===== src/rtl/sysclk_ratio_sync.sv =====
module sysclk_ratio_sync #(
  parameter int INIT_CYCLES = 1024,
  parameter int TOL_BCK     = 6,
  parameter int SLACK       = 48,
  parameter int R_LO        = 256,
  parameter int R_HI        = 384,
  parameter int CW          = 10,
  parameter int PW          = 9
) (
  input  logic          clk,
  input  logic          rst,
  input  logic          lrck,
  input  logic          bck,
  output logic          ratio_384,
  output logic [PW-1:0] phase,
  output logic          mute
);
  localparam int IW = $clog2(INIT_CYCLES + 1);
  localparam int TW = CW + 4;

  logic          lr_q, bk_q;
  logic [CW-1:0] per, bper, bck_len;
  logic [IW-1:0] init_cnt;
  logic          have_prev, locked, hold;
  logic [1:0]    prev_cls, cls;

  wire lr_rise = lrck & ~lr_q;
  wire bk_rise = bck & ~bk_q;
  wire init_busy = init_cnt != IW'(INIT_CYCLES);

  logic [CW:0] meas;
  assign meas = (CW+1)'(per) + (CW+1)'(1);

  always_comb begin
    if (meas >= (CW+1)'(R_LO - SLACK) && meas <= (CW+1)'(R_LO + SLACK))
      cls = 2'd1;
    else if (meas >= (CW+1)'(R_HI - SLACK) && meas <= (CW+1)'(R_HI + SLACK))
      cls = 2'd2;
    else
      cls = 2'd0;
  end

  logic [PW:0] len, ph, off;
  assign len = ratio_384 ? (PW+1)'(R_HI) : (PW+1)'(R_LO);
  assign ph  = {1'b0, phase};
  assign off = (ph < (len >> 1)) ? ph : len - ph;

  logic [TW-1:0] tol;
  assign tol = TW'(bck_len) * TW'(TOL_BCK);

  wire [1:0] cur_cls = ratio_384 ? 2'd2 : 2'd1;
  wire same   = have_prev && cls != 2'd0 && cls == prev_cls;
  wire keep   = have_prev && locked && cls == cur_cls;
  wire lock_n = same | keep;
  wire resync = lr_rise && (!locked || !lock_n || TW'(off) > tol);

  always_ff @(posedge clk) begin
    lr_q <= lrck;
    bk_q <= bck;
    if (rst) begin
      per       <= '0;
      bper      <= '0;
      bck_len   <= '0;
      init_cnt  <= '0;
      have_prev <= 1'b0;
      locked    <= 1'b0;
      hold      <= 1'b0;
      prev_cls  <= 2'd0;
      ratio_384 <= 1'b0;
      phase     <= '0;
    end else begin
      if (init_busy) init_cnt <= init_cnt + IW'(1);

      if (bk_rise) begin
        bck_len <= bper + CW'(1);
        bper    <= '0;
      end else if (bper != '1) begin
        bper <= bper + CW'(1);
      end

      if (lr_rise) begin
        per       <= '0;
        have_prev <= 1'b1;
        prev_cls  <= have_prev ? cls : 2'd0;
        hold      <= resync;
        if (have_prev) locked <= lock_n;
        if (same) ratio_384 <= (cls == 2'd2);
      end else if (per != '1) begin
        per <= per + CW'(1);
      end

      if (resync)
        phase <= PW'(1);
      else if (ph >= len - (PW+1)'(1))
        phase <= '0;
      else
        phase <= phase + PW'(1);
    end
  end

  assign mute = rst | init_busy | ~locked | hold;
endmodule


===== config.mk =====
export PLATFORM = sky130hd
export DESIGN_NAME = sysclk_ratio_sync
export DESIGN_NICKNAME = d
export VERILOG_FILES = /design/src/rtl/sysclk_ratio_sync.sv
export SDC_FILE = /design/constraint.sdc
export NUM_CORES = 1
export LEC_CHECK = 0
export BUFFER_PORTS_ARGS = -buffer_cell sky130_fd_sc_hd__buf_4
export CORE_MARGIN = 3
export CORE_UTILIZATION = 35
export DETAILED_ROUTE_END_ITERATION = 12
export SYNTH_ARGS = -nofsm -noshare
export SYNTH_HDL_FRONTEND = slang
export SYNTH_SLANG_ARGS = --single-unit

===== constraint.sdc =====
create_clock -name clk -period 8.57 [get_ports clk]
set_input_delay 1.2855 -clock clk [delete_from_list [all_inputs] [get_ports clk]]
set_output_delay 1.2855 -clock clk [all_outputs]
set_load 0.02 [all_outputs]

==> results_dict.tcl, run 1 <==
set metrics [dict create \
    status "complete, no violations" \
    clkTransAtPathRegs_ns 0.08 \
    min_from "init_cnt[1]" \
    synthCells 448 \
    syn_area_per_cell_sq_um 8.41 \
    root_buffer "clkbuf_8" \
    leakage_nw 1.65 \
    fin_ws_ns 4.85 \
    clk_latency_ns 0.34 \
    synth_edf_count 0 \
    grt_pass1_vias 2907 \
    overflow 0 \
    io_buffers 14 \
    slowest_stage "or4b_1" \
    vias 3088 \
    fin_setup_tns_ns 0 \
    peakVddDrop_v 0.0000723 \
    diodes 0 \
    chipHeight_um 110 \
    slew_violations 0 \
    core_area_sq_um 10400 \
    clock_skew_ns 0.0163 \
    startpoint "bck_len[1]" \
    netlist_area_sq_um 3770 \
    cts_made_buffers 9 \
    dieArea_sq_um 12000 \
    cp-start-kind "flip-flop" \
    crit_top_cell "ha_1" \
    routed_wl_um 7740 \
    grtUsageTotal 0.140 \
    rows 37 \
    ctsResizeCount 0 \
    pre_cts_ws_ns 4.90 \
    cts_buffer_depth 2 \
    ctsHoldBuffers 0 \
    total_power_uw 676 \
    max-slew-margin-rel 0.575 \
    setup_viol 0 \
    crit_buf_inv 0 \
    yosysTopAreaCell "dfxtp_1" \
    ys_ff_latch 58 \
    cp_max_fo 8 \
    hold_path_class "reg -> reg" \
    postCtsSetupRepairBufs 0 \
    cp.arrival_ns 3.99 \
    areaGrowthSynthToFinish_pct 11.4 \
    slowest_delay_ns 0.78 \
    io_pins 15 \
    hold_viol 0 \
    antenna_found_initial 0 \
    grt_pass1_wl_um 13600 \
    finalNetCount 490 \
    first_pass_iters 4 \
    post_drt_via_cell_ratio 5.18 \
    async_flop_share 0 \
    gp_congestion 0.855 \
    ys_warn_count 0 \
    drc 0 \
    fill_cells 1077 \
    start_util 0.362 \
    ys_top_cells_by_area "dfxtp_1 31%, ha_1 10%, nor2_1 5.6%" \
    crit_required_ns 8.84 \
    wl_per_cell_um 13.0 \
    fin_crit_sh 0.434 \
    cp-end-kind "flip-flop" \
    path_class "reg -> reg" \
    cp_top_family "simple AND/OR/NAND/NOR gates" \
    drive_above_1_share 0.122 \
    powerDensity_nw_per_um2 161 \
    drtIter0Drc 171 \
    maxCapViolations 0 \
    synth.distinct_cells 67 \
    place_hpwl_um 5640 \
    max_freq_mhz 269 \
    ctsHtreeMaxLevel 3 \
    min_period_ns 3.72 \
    grt_max_degree 33 \
    r2r-start "bck_len[1]" \
    ant_nets 0 \
    rsz0062_at_grt "no" \
    synth_top_area_frac 0.308 \
    tightest_slew_ns 0.636 \
    crit_chain "ha_1 -> fa_1 -> a21oi_1 -> nor2_1 -> nor3_1 -> xor2_1 -> ha_1 -> nand3_1 -> a31oi_1 -> o41ai_1 -> a221oi_2 -> or4b_1 -> a21oi_2" \
    synth_nets 483 \
    cts_tree "yes" \
    die_w_um 110 \
    clkSinkCount 58 \
    synth_ff_type "dfxtp_1" \
    yosysSeqAreaShare 0.308 \
]
==> sequential cells by signal, summed over array words and instances (netlist names), 2 cells and up <==
signal / count
bck_len: 10
phase: 9
init_cnt: 11
per: 10
bper: 10
prev_cls: 2
==> worst min-delay path, stage by stage (launching register included) <==
cell	delay, ns
dfxtp_1	0.35
nand2_1	0.07
a21oi_1	0.05
==> metal layers <==
layer / GRT usage / wire (um) / vias to the layer above
met2: 0.212 / 3350 / 44
met1: 0.198 / 4080 / 1420
met3: 0.0346 / 234 / 7
met4: 0.0338 / 76 / 0
li1: - / - / 1617
met5: 0 / 0 / -
==> Yosys cell counts, types with 3 or more instances <==
master,count
dfxtp_1,58
nor2_1,56
nand2_1,31
ha_1,30
a21oi_1,27
nand3_1,23
xor2_1,21
xnor2_1,18
inv_1,16
nor3_1,14
a211oi_1,12
nor2b_1,10
o21ai_0,9
a21oi_2,8
and3_1,8
nand2b_1,8
clkbuf_1,7
a21o_1,6
a31oi_1,6
buf_1,5
mux2i_1,5
or4_1,4
and2_1,3
buf_6,3
nand4b_1,3
o31ai_1,3
==> power breakdown <==
group / switching (mW) / internal, mW / leakage [nW]
combinational: 0.0365 / 0.0285 / 1.06
sequential: 0.0109 / 0.277 / 0.472
clock: 0.120 / 0.202 / 0.127
==> through the flow <==
stage / hold slack (ns) / std cells / util / area, sq um
floorplan: 0.453 / 448 / - / 3770
global placement: 0.488 / 580 / 0.379 / 3950
detailed placement: 0.504 / 580 / 0.379 / 3950
CTS: 0.515 / 596 / 0.403 / 4200
global route: 0.532 / 596 / 0.403 / 4200
finish: 0.512 / 596 / 0.403 / 4200
==> cell families (layout without fill, tap and decap cells) <==
kind of cell,Yosys count,after routing,synth area share
AND/OR/NAND/NOR,179,179,0.241
AO/OA/AOI/OAI,99,99,0.195
flip-flops,58,58,0.308
XOR/XNOR,39,39,0.0906
buffers and inverters,36,48,0.0445
adder cells (fa/ha/maj),31,31,0.105
multiplexers,6,6,0.0163
==> cell type report <==
class / instances / area (sq um) / area share
inverters: 17 / 63.8 / 0.0152
flip-flops and latches: 58 / 1160 / 0.277
clock buffers: 10 / 138 / 0.0328
multi-input cells: 354 / 2440 / 0.581
well taps: 136 / 170 / 0.0405
clock inverters: 6 / 113 / 0.0268
repair buffers: 15 / 113 / 0.0268
==> path summary, 6_finish.rpt <==
check                           cells after the start  slack (ns)           to
worst min-delay path                                2        0.51  init_cnt[1]
worst max-delay path                               13        4.85     phase[5]
worst max register to register                     13        4.85     phase[5]
worst min register to register                      2        0.51  init_cnt[1]
==> cells in the final DEF, fill, tap and decap left out, types with 4 or more instances in the layout <==
cell type	netlist	final
nor3_1	14	14
a211oi_1	12	12
a31oi_1	6	6
clkbuf_8	0	10
dfxtp_1	58	58
nor2b_1	10	10
or4_1	4	4
mux2i_1	5	5
xor2_1	21	21
buf_4	2	15
nor2_1	56	56
inv_1	16	16
xnor2_1	18	18
a21o_1	6	6
o21ai_0	9	9
and3_1	8	8
nand3_1	23	23
nand2b_1	8	8
nand2_1	31	31
a21oi_2	8	8
a21oi_1	27	27
ha_1	30	30
Power figures use the tool's default switching activity.
==> run 2: changes to the inputs <==
clock period = 3.81 ns   (was 8.57 ns; I/O delays follow)
==> run 2 against run 1 <==
  * Clock skew is 0.0027 ns lower
  * Die area unchanged
  * Via count grew 1.7%
  * Combinational power up 130%
  * Largest cell class unchanged
  * Largest power group unchanged
==> results_dict.tcl, run 2 (synthesis gave the netlist of run 1 again) <==
set metrics [dict create \
    path_class "reg -> reg" \
    start_util 0.362 \
    areaGrowthSynthToFinish_pct 12.1 \
    chipHeight_um 110 \
    postCtsSetupRepairBufs 0 \
    clkSinkCount 58 \
    cts_made_buffers 9 \
    drive_above_1_share 0.130 \
    cp.arrival_ns 3.77 \
    dieArea_sq_um 12000 \
    drc 0 \
    ctsHoldBuffers 0 \
    powerDensity_nw_per_um2 360 \
    fill_cells 1054 \
    hold_viol 0 \
    antenna_found_initial 0 \
    internal-power_mw 1.13 \
    rows 37 \
    power_frac_seq 0.426 \
    io_buffers 14 \
    p_sw_frac 0.257 \
    io_pins 15 \
    status "complete, no violations" \
    grt_pass1_wl_um 13400 \
    max_freq_mhz 286 \
    cp-start-kind "flip-flop" \
    overflow 0 \
    tightest_slew_ns 0.635 \
    p_switching_uw 391 \
    setup_viol 0 \
    peakVddDrop_v 0.000146 \
    cts_buffer_depth 2 \
    p_comb_frac 0.098 \
    maxCapViolations 0 \
    ant_nets 0 \
    finalNetCount 493 \
    largest_register "init_cnt" \
    clock_skew_ns 0.0136 \
    crit_required_ns 4.08 \
    max-slew-margin-rel 0.576 \
    routed_wl_um 7780 \
    wl_per_cell_um 13.0 \
    slew_violations 0 \
    min_period_ns 3.50 \
    place_hpwl_um 5730 \
    post_drt_via_cell_ratio 5.24 \
    drtIter0Drc 140 \
    leakage_nw 1.67 \
    core_area_sq_um 10400 \
    dpl_cell_area_sq_um 3970 \
    clkTransAtPathRegs_ns 0.08 \
    diodes 0 \
    clk_latency_ns 0.34 \
    rsz0062_at_grt "no" \
    cp-end-kind "flip-flop" \
    hold_path_class "in -> reg" \
    vias 3141 \
    gp_congestion 0.838 \
    layout_common_cells "58 x dfxtp_1, 56 x nor2_1, 31 x nand2_1" \
    first_pass_iters 4 \
    grt_pass1_vias 3011 \
    fin_area_sq_um 4220 \
    final_common_cell "dfxtp_1" \
    ctsHtreeMaxLevel 3 \
    root_buffer "clkbuf_8" \
    fin_crit_sh 0.918 \
    largest_register_ffs 11 \
    cts_tree "yes" \
    cp_max_fo 8 \
    p_clk_frac 0.476 \
    grtUsageTotal 0.138 \
    die_w_um 110 \
    fin_setup_tns_ns 0 \
    grt_max_degree 33 \
]
-- run 2: cell types whose count changed in the layout (fill, tap and decap cells not counted) --
cell | previous run | this run
clkbuf_8 | 10 | 9
or4b_4 | 0 | 1
clkinv_2 | 1 | 0
clkinv_4 | 1 | 3
or4b_1 | 1 | 0
buf_4 | 15 | 18
-- run 2: worst paths after layout --
kind / start / cells past startpoint / slack (ns) / endpoint
max: bck_len[1] / 13 / 0.31 / phase[5]
min: bck / 1 / 0.35 / bk_q
max reg2reg: bck_len[1] / 13 / 0.31 / phase[5]
min reg2reg: prev_cls[0] / 1 / 0.51 / ratio_384
-- run 2: critical path, cell delays in order (launching register included) --
cell and delay, ns:
dfxtp_1 0.36, ha_1 0.24, fa_1 0.41, a21oi_1 0.19, nor2_1 0.09, nor3_1 0.20, xor2_1 0.18, ha_1 0.25
nand3_1 0.12, a31oi_1 0.06, o41ai_1 0.41, a221oi_2 0.12, or4b_4 0.66, a21oi_2 0.14
-- run 2: cell type report --
cell class	instances	area (sq um)	area share
inverter	17	63.8	0.0151
multi-input combinational	354	2440	0.579
clock inverter	7	125	0.0296
clock buffer	9	124	0.0293
sequential	58	1160	0.275
tap	136	170	0.0403
timing repair buffer	18	135	0.0320
-- run 2: routing by layer --
metal	wire length, um	global-route usage	vias to the layer above
li1	-	-	1636
met1	4020	0.192	1443
met2	3400	0.210	54
met3	264	0.0258	8
met4	99	0.0525	0
met5	0	0	-
-- run 2: repair_timing --
action / 4_1_cts / 5_1_grt
hold endpoints to repair: 0 / 0
resized for setup: 0 / 1
setup endpoints to repair: 0 / 8
-- run 2: power groups by stage --
stage               clock network (mW)  registers, mW  logic, mW
CTS                              0.743          0.647      0.149
detailed placement                   0          0.661      0.148
floorplan                            0          0.655      0.120
global placement                     0          0.660      0.146
global route                     0.767          0.651      0.170
finish                           0.723          0.648      0.149
-- run 2: stage by stage --
stage               cells  setup slack [ns]  power [mW]  hold slack [ns]   util
floorplan             448             0.585       0.775            0.453      -
global placement      583             0.271       0.806            0.491  0.381
detailed placement    583             0.189       0.809            0.501  0.381
CTS                   599             0.126        1.54            0.332  0.405
global route          599            0.0657        1.59            0.330  0.405
finish                599             0.313        1.52            0.345  0.405
==> run 3: changes to the inputs <==
CORE_MARGIN = 2   (was 3)
==> run 3 against run 2 <==
  * Wire length is 2.2% higher
  * Largest power group is now sequential cells
  * Sequential power hardly changed
  * Maximum frequency is 0.49% higher
  * Power is 9.0% lower
  * Final cell count stayed put
==> results_dict.tcl, run 3 (synthesis gave the netlist of run 1 again) <==
set metrics [dict create \
    cts_buffer_depth 2 \
    max-slew-margin-rel 0.557 \
    ctsResizeCount 0 \
    max_freq_mhz 287 \
    cp_top_family "compound AO/OA/AOI/OAI gates" \
    layout.cells.non_filler 599 \
    slowest_stage "or4b_4" \
    io_buffers 14 \
    io_pins 15 \
    total_power_mw 1.38 \
    cp_max_fo 8 \
    min_period_ns 3.48 \
    tightest_slew_ns 0.664 \
    core_area_sq_um 10400 \
    fin_crit_sh 0.913 \
    areaGrowthSynthToFinish_pct 10.6 \
    antenna_found_initial 0 \
    overflow 0 \
    cp-end-kind "flip-flop" \
    diodes 0 \
    chipHeight_um 108 \
    hold_path_class "in -> reg" \
    peakVddDrop_v 0.000206 \
    powerDensity_nw_per_um2 332 \
    clock_skew_ns 0.0149 \
    start_util 0.363 \
    place_inst 583 \
    routed_wl_um 7950 \
    wl_per_cell_um 13.3 \
    grt_max_degree 33 \
    ctsHoldBuffers 0 \
    cts_made_buffers 9 \
    final_common_cell "dfxtp_1" \
    vias 3119 \
    die_w_um 108 \
    first_pass_iters 4 \
    root_buffer "clkbuf_8" \
    final_util 0.402 \
    crit_required_ns 4.08 \
    crit_buf_inv 1 \
    status "complete, no violations" \
    finalNetCount 493 \
    drc 0 \
    largest_register_ffs 11 \
    post_drt_via_cell_ratio 5.21 \
    grt_pass1_vias 2799 \
    drtIter0Drc 158 \
    ant_nets 0 \
    maxCapViolations 0 \
    cp.arrival_ns 3.75 \
    crit_chain "inv_1 -> o21ai_0 -> nor2b_1 -> nor2_1 -> xor2_1 -> ha_1 -> nor2b_1 -> o21bai_1 -> a31oi_1 -> o41ai_1 -> a221oi_2 -> or4b_4 -> a21oi_2" \
    fill_cells 1070 \
    crit_top_cell "nor2b_1" \
    layout_common_cells "58 x dfxtp_1, 56 x nor2_1, 31 x nand2_1" \
    cts_tree "yes" \
    postCtsSetupRepairBufs 0 \
    fin_setup_tns_ns 0 \
    rsz0062_at_grt "no" \
    grt_pass1_wl_um 13200 \
    slowest_delay_ns 0.66 \
    grtUsageTotal 0.141 \
    clkSinkCount 58 \
    clkTransAtPathRegs_ns 0.08 \
    path_class "reg -> reg" \
    setup_viol 0 \
    cp-start-kind "flip-flop" \
    largest_register "init_cnt" \
    hold_viol 0 \
    drive_above_1_share 0.127 \
    slew_violations 0 \
    ctsHtreeMaxLevel 3 \
    clk_latency_ns 0.34 \
    rows 37 \
    leakage_nw 1.64 \
    gp_congestion 0.816 \
    dieArea_sq_um 11600 \
    place_hpwl_um 5670 \
]
==> run 3: cell count changes in the layout (fill, tap and decap cells not counted) <==
| cell | change |
|---|---|
| bufinv_16 | -2 |
| clkinvlp_4 | +2 |
| clkbuf_1 | +1 |
| clkinv_2 | +1 |
| clkinv_4 | -1 |
| inv_6 | -1 |
==> run 3: cell type report <==
class                           instances  area, sq um  area share
Multi-Input combinational cell        354         2440       0.586
Sequential cell                        58         1160       0.279
Inverter                               17         63.8      0.0153
Clock inverter                          6         67.6      0.0162
Tap cell                              136          170      0.0408
Timing Repair Buffer                   18          135      0.0324
Clock buffer                           10          128      0.0306
==> run 3: where the power goes <==
group	internal, mW	total (mW)	switching (mW)	leakage [nW]
logic	0.0653	0.149	0.0833	1.07
clock network	0.303	0.587	0.284	0.0925
registers	0.624	0.647	0.0237	0.472
total	0.992	1.38	0.391	1.64
==> run 3: worst paths after layout <==
kind / cells after the start / end / start / slack, ns
max: 13 / phase[7] / ratio_384 / 0.33
max reg2reg: 13 / phase[7] / ratio_384 / 0.33
min reg2reg: 2 / init_cnt[1] / init_cnt[1] / 0.51
min: 1 / bk_q / bck / 0.34
==> run 3: metal layers <==
layer	vias to the layer above	wire length [um]	share of wire	track usage
met5	-	0	0	0
met4	0	78	0.0098	0.0549
met3	4	272	0.034	0.0260
met2	61	3500	0.44	0.226
met1	1429	4100	0.52	0.188
li1	1625	-	-	-
==> run 3: stage by stage <==
stage | setup WS, ns | hold slack (ns) | instance area, sq um
floorplan | 0.585 | 0.453 | 3770
global placement | 0.251 | 0.492 | 3970
detailed placement | 0.190 | 0.495 | 3970
CTS | 0.159 | 0.332 | 4170
global route | 0.121 | 0.325 | 4170
finish | 0.330 | 0.339 | 4170
